<file path="src/rtl/exc_arb_pkg.sv">
package exc_arb_pkg;
  localparam int VW = 16;

  localparam logic [VW-1:0] VEC_RESET = 16'hFFFE;
  localparam logic [VW-1:0] VEC_NMI   = 16'hFFF4;
  localparam logic [VW-1:0] VEC_TRAP  = 16'hFFF8;
  localparam logic [VW-1:0] VEC_SYS   = 16'hFFF0;
  localparam logic [VW-1:0] VEC_SWI   = 16'hFFF6;
  localparam logic [VW-1:0] IRQ_BASE  = 16'hFF80;

  typedef enum logic [2:0] {
    CLS_NONE, CLS_RST, CLS_NMI, CLS_IRQ, CLS_TRAP, CLS_SYS, CLS_SWI
  } exc_cls_e;

  // Fixed vector slot of a maskable channel; the stride 3 must be coprime
  // to the channel count so that every slot is distinct.
  function automatic logic [VW-1:0] irq_vector(input int idx, input int nch);
    return IRQ_BASE + VW'(2 * ((3 * idx + 5) % nch));
  endfunction
endpackage

</file>
<file path="src/rtl/nmi_gate.sv">
module nmi_gate (
  input  logic clk,
  input  logic rst,
  input  logic unblock_i,
  input  logic req_i,
  output logic req_o
);
  logic block_q;

  always_ff @(posedge clk) begin
    if (rst)            block_q <= 1'b1;
    else if (unblock_i) block_q <= 1'b0;
  end

  assign req_o = req_i & ~block_q;

  // once unblocked, the block bit never returns before reset
  assert_nmi_block_sticky_R3: assert property (@(posedge clk) disable iff (rst)
    !block_q |=> !block_q);
endmodule

</file>
<file path="src/rtl/irq_select.sv">
module irq_select
  import exc_arb_pkg::*;
#(
  parameter int NCH = 8,
  parameter int LW  = 3
) (
  input  logic              clk,
  input  logic              rst,
  input  logic [NCH-1:0]    pend_i,
  input  logic [NCH*LW-1:0] lvl_i,
  input  logic              imask_i,
  input  logic [LW-1:0]     cur_lvl_i,
  output logic              valid_o,
  output logic [NCH-1:0]    grant_o,
  output logic [VW-1:0]     vec_o
);
  localparam int IW = (NCH > 1) ? $clog2(NCH) : 1;
  localparam int KW = LW + VW;

  logic [VW-1:0]  vtab [NCH];
  logic [NCH-1:0] elig;
  logic [KW-1:0]  best_key;
  logic [IW-1:0]  best_idx;
  logic           found;

  for (genvar g = 0; g < NCH; g++) begin : g_vtab
    assign vtab[g] = irq_vector(g, NCH);
  end

  always_comb begin
    for (int i = 0; i < NCH; i++)
      elig[i] = pend_i[i] && !imask_i && (lvl_i[i*LW +: LW] > cur_lvl_i);
  end

  // Key = {level, vector}: the largest key is the highest level, ties by address
  always_comb begin
    best_key = '0;
    best_idx = '0;
    found    = 1'b0;
    for (int i = 0; i < NCH; i++) begin
      if (elig[i] && (!found || {lvl_i[i*LW +: LW], vtab[i]} > best_key)) begin
        found    = 1'b1;
        best_key = {lvl_i[i*LW +: LW], vtab[i]};
        best_idx = IW'(i);
      end
    end
  end

  always_comb begin
    grant_o = '0;
    if (found) grant_o[best_idx] = 1'b1;
  end

  assign valid_o = found;
  assign vec_o   = best_key[VW-1:0];

  // at most one channel granted
  assert_grant_onehot_R10: assert property (@(posedge clk) disable iff (rst)
    $onehot0(grant_o));
  // a grant goes only to a pending channel while maskables are enabled
  assert_grant_enabled_R4: assert property (@(posedge clk) disable iff (rst)
    (|grant_o) |-> (((grant_o & ~pend_i) == '0) && !imask_i));
endmodule

</file>
<file path="src/rtl/exc_arbiter.sv">
module exc_arbiter
  import exc_arb_pkg::*;
#(
  parameter int NCH  = 8,
  parameter int LW   = 3,
  parameter int NRST = 3
) (
  input  logic              clk,
  input  logic              rst,
  input  logic [NRST-1:0]   rst_src_i,
  input  logic              nmi_req_i,
  input  logic              nmi_unblock_i,
  input  logic [NCH-1:0]    irq_pend_i,
  input  logic [NCH*LW-1:0] irq_lvl_i,
  input  logic              imask_i,
  input  logic [LW-1:0]     cur_lvl_i,
  input  logic              sw_trap_i,
  input  logic              sw_sys_i,
  input  logic              sw_swi_i,
  input  logic              boundary_i,
  output logic              take_o,
  output logic [15:0]       vec_o,
  output logic [NCH-1:0]    ack_o
);
  logic           nmi_live;
  logic           irq_valid;
  logic [NCH-1:0] irq_grant;
  logic [VW-1:0]  irq_vec;
  exc_cls_e       cls;
  logic [VW-1:0]  nvec;

  nmi_gate u_nmi (
    .clk(clk), .rst(rst), .unblock_i(nmi_unblock_i),
    .req_i(nmi_req_i), .req_o(nmi_live)
  );

  irq_select #(.NCH(NCH), .LW(LW)) u_irq (
    .clk(clk), .rst(rst), .pend_i(irq_pend_i), .lvl_i(irq_lvl_i),
    .imask_i(imask_i), .cur_lvl_i(cur_lvl_i),
    .valid_o(irq_valid), .grant_o(irq_grant), .vec_o(irq_vec)
  );

  always_comb begin
    cls  = CLS_NONE;
    nvec = '0;
    if (|rst_src_i) begin
      cls = CLS_RST; nvec = VEC_RESET;
    end else if (boundary_i) begin
      if (nmi_live) begin
        cls = CLS_NMI; nvec = VEC_NMI;
      end else if (irq_valid) begin
        cls = CLS_IRQ; nvec = irq_vec;
      end else if (sw_trap_i) begin
        cls = CLS_TRAP; nvec = VEC_TRAP;
      end else if (sw_sys_i) begin
        cls = CLS_SYS; nvec = VEC_SYS;
      end else if (sw_swi_i) begin
        cls = CLS_SWI; nvec = VEC_SWI;
      end
    end
  end

  always_ff @(posedge clk) begin
    if (rst) begin
      take_o <= 1'b0;
      vec_o  <= '0;
      ack_o  <= '0;
    end else begin
      take_o <= (cls != CLS_NONE);
      if (cls != CLS_NONE) vec_o <= nvec;
      ack_o  <= (cls == CLS_IRQ) ? irq_grant : '0;
    end
  end

  // any reset source gives the reset vector next cycle
  assert_reset_wins_R1: assert property (@(posedge clk) disable iff (rst)
    (|rst_src_i) |=> (take_o && vec_o == VEC_RESET));
  // an unblocked NMI at a boundary beats maskable and software requests
  assert_nmi_rank_R2: assert property (@(posedge clk) disable iff (rst)
    (boundary_i && !(|rst_src_i) && nmi_live) |=> (take_o && vec_o == VEC_NMI));
  // a take needs a boundary or a reset source one cycle before
  assert_take_needs_boundary_R9: assert property (@(posedge clk) disable iff (rst)
    take_o |-> $past(boundary_i || (|rst_src_i)));
  // an acknowledge is one-hot and comes with a take
  assert_ack_with_take_R10: assert property (@(posedge clk) disable iff (rst)
    (|ack_o) |-> (take_o && $onehot(ack_o)));
endmodule

</file>
<file path="config.mk">
export PLATFORM = sky130hd
export DESIGN_NAME = exc_arbiter
export DESIGN_NICKNAME = d
export VERILOG_FILES = /design/src/rtl/exc_arb_pkg.sv /design/src/rtl/nmi_gate.sv /design/src/rtl/irq_select.sv /design/src/rtl/exc_arbiter.sv
export SDC_FILE = /design/constraint.sdc
export NUM_CORES = 1
export LEC_CHECK = 0
export BUFFER_PORTS_ARGS = -buffer_cell sky130_fd_sc_hd__buf_2
export CAP_MARGIN = 20
export CELL_PAD_IN_SITES_DETAIL_PLACEMENT = 0
export CELL_PAD_IN_SITES_GLOBAL_PLACEMENT = 1
export CORE_UTILIZATION = 41
export CTS_CLUSTER_SIZE = 10
export DETAILED_ROUTE_END_ITERATION = 12
export PLACE_DENSITY_LB_ADDON = 0.05
export SLEW_MARGIN = 20
export SYNTH_ARGS = -nofsm -noshare
export SYNTH_HDL_FRONTEND = slang
export SYNTH_SLANG_ARGS = --single-unit
</file>
<file path="constraint.sdc">
create_clock -name clk -period 25.9 [get_ports clk]
set_input_delay 3.885 -clock clk [delete_from_list [all_inputs] [get_ports clk]]
set_output_delay 3.885 -clock clk [all_outputs]
set_load 0.05 [all_outputs]
</file>
==> results.md <==
- Max Cap Violations: 0
- Top cells by area, synth: ha_1, dfxtp_1, a21oi_1, o21ai_0, a21o_1
- Mapped Nets: 388
- Port bufs: 70
- Share of the synthesized area in the top cell type: 24.21%
- Slowest Stage Delay on Critical Path: 0.60 ns
- Final GP Congestion: 0.8098
- Layout cells sized above 1: about a quarter
- CTS tree: built
- Crit path kind: in -> reg
- Setup Buffers After CTS: 0
- Max IR drop VDD: between 15 and 20 uV
- Main combinational cell family by area after synthesis: compound AO/OA/AOI/OAI gates
- Relative slew slack: 50.67%
- CTS buffer count: 3
- Post-synth EDFFs: 0
- Vias/cell: 5.516
- DR vias: between 2000 and 2500
- Post-route setup TNS: 0 ns
- Worst-path clk slew: around 0.060 ns
- Xor and xnor fraction of the mapped netlist area: 0%
- Initial antenna violation count: 0
- CP dominant cell by count: ha_1
- Routed len/inst: 14.20 um
- First-pass DRT Iterations: 4
- Post-Synthesis Cells: 296
- Die Y: 77.32 um
- Initial DRC count: 66
- Critical-path maximum fanout: 10
- WL final: 6049 um
- Post-CTS Resized: 0
- Post-synth top area cell: ha_1
- Multiplexer area fraction after synthesis: 0%
- Ys flop type: dfxtp_1
- Fin Hold WS: a little under 0.5 ns
- Initial Util: between 40% and 50%
- Unique masters post-synth: 64
- Antenna diode count: 0
- Clock sinks: 15
- DR DRC count: 0
- Vias in the first global route: 2229
- Worst Skew: 0.002416 ns
- Synth Register Bits: 15
- Max Clock Freq: 0.06550 GHz
- Post-synthesis simple-gate area fraction: 22.11%
- CP max-delay cell: o41ai_4
- CP arrival: 15.37 ns
- H-tree depth: 1
- Row cnt: 27
- Unrepaired setup endpoints after global routing: false
- Async S/R FF share, synth: 0%
- Top post-synthesis cells by count: ha_1, a21oi_1, inv_1
- Final Max Slew Viols: 0
- Routed Antenna Nets: 0
- Adder-cell share of the synthesized area: about a quarter
- Synth Cell Area: 2326 um2
- Max clock buf depth: 2
- Slew @ Worst Pin: 0.7332 ns
- Worst-skew pair later-pin latency: 0.24 ns
- Top-level I/O count: 72
- DP Wirelength: 5058 um
- Period utilization: between 50% and 60%
- # hold bufs at CTS: 0
- Worst slack, placed: 10.57 ns
- Synth-to-Final Area Change: 16.19%
- Hold Vio Cnt, Final: 0
- Status: finished, final reports clean
- Setup crit end kind: flip-flop
- Core area: 5473 um2
- Syn Area/Cell: 7.858 um2
- Compound-Gate Fraction of Synth Area: about 32%
- Nets: 447
- Power density over the cells: 36.85 nW/um2
- Die area: 5978 um2
- Worst Path Required: 26.00 ns
- Final setup fails: 0
- Gr usage total: 21.17%
- Seq/Total Area, Yosys: 12.91%
- Hold Crit Class: reg -> reg
- Design Power: 99.59 uW
- Synthesis Warnings: 0
- Setup slack after layout: between 10 and 15 ns
- Die width: 77.32 um
- Largest net degree at the start of global routing: 12
- First-pass GRT wire length: approximately 10000 um
- Gr ovfl total: 0
- Crit path time final: 15.27 ns
- Static leakage: 1.306 nW
- Clock tree root buffer cell: clkbuf_8
- Most used standard cell by instance count after synthesis: ha_1
- Critical Path Start Type: input port
- Post-Route Utilization: between 40% and 50%
cell usage in the layout (no fill, tap or decap), drive strengths merged, types with 6 or more instances in the layout:
| cell | synthesis | routed |
|---|---|---|
| a211oi | 6 | 6 |
| nor2 | 14 | 14 |
| ha | 45 | 45 |
| dfxtp | 15 | 15 |
| a21oi | 22 | 22 |
| nor3 | 8 | 8 |
| inv | 21 | 21 |
| buf | 14 | 70 |
| nor2b | 13 | 13 |
| nand2 | 13 | 13 |
| a21o | 12 | 12 |
| nand3 | 13 | 13 |
| o21ai | 18 | 18 |
sequential cells by signal (all words and copies together) (netlist names):
name           flops
ack_o              8
vec_o              5
take_o             1
u_nmi.block_q      1
routing by layer:
metal | global-route usage, % | part of all wire (%) | vias up
met5 | 0 | 0 | -
li1 | - | - | 1230
met4 | 3.396 | 0.69 | 0
met2 | 35.84 | 43 | 75
met1 | 29.52 | 52 | 1040
met3 | 1.429 | 4.3 | 5
cells by family (layout without fill, tap and decap cells):
family / count (synthesis) / count (layout)
AOI/OAI and AO/OA: 104 / 104
and+or+nand+nor: 93 / 93
adders and majority gates: 45 / 45
buffers and inverters: 38 / 96
DFF: 15 / 15
other: 1 / 1
power breakdown:
part	switching [mW]	internal (mW)
logic	0.0347	0.0222
clock network	0.00756	0.0106
registers	0.000556	0.0240
critical path, delay by kind of cell:
kind                       cells  cell delay, ns
AOI/OAI and AO/OA             27            6.31
adders and majority gates      8            2.32
and+or+nand+nor               13            2.24
buffers and inverters          4            0.60
final timing paths:
check                      from  depth (start not counted)  slack (ns)       endpoint
setup / recovery   cur_lvl_i[1]                         52       10.63       vec_o[1]
setup reg to reg  u_nmi.block_q                          6       24.22       ack_o[0]
hold / removal    u_nmi.block_q                          1        0.49  u_nmi.block_q
hold reg to reg   u_nmi.block_q                          1        0.49  u_nmi.block_q
layout make-up:
| type | instances | area (um2) |
|---|---|---|
| Inverter | 22 | 82.58 |
| Clock buffer | 3 | 41.29 |
| Timing Repair Buffer | 70 | 350.3 |
| Clock inverter | 1 | 5.005 |
| Multi-Input combinational cell | 243 | 1833 |
| Tap cell | 72 | 90.09 |
| Sequential cell | 15 | 300.3 |
| Fill cell | 596 | 2770 |
through the flow:
stage               cells  cell area (um2)
global placement      422             2656
global route          426             2703
CTS                   426             2703
finish                426             2703
floorplan             296             2326
detailed placement    422             2656
Power figures use the tool's default switching activity.
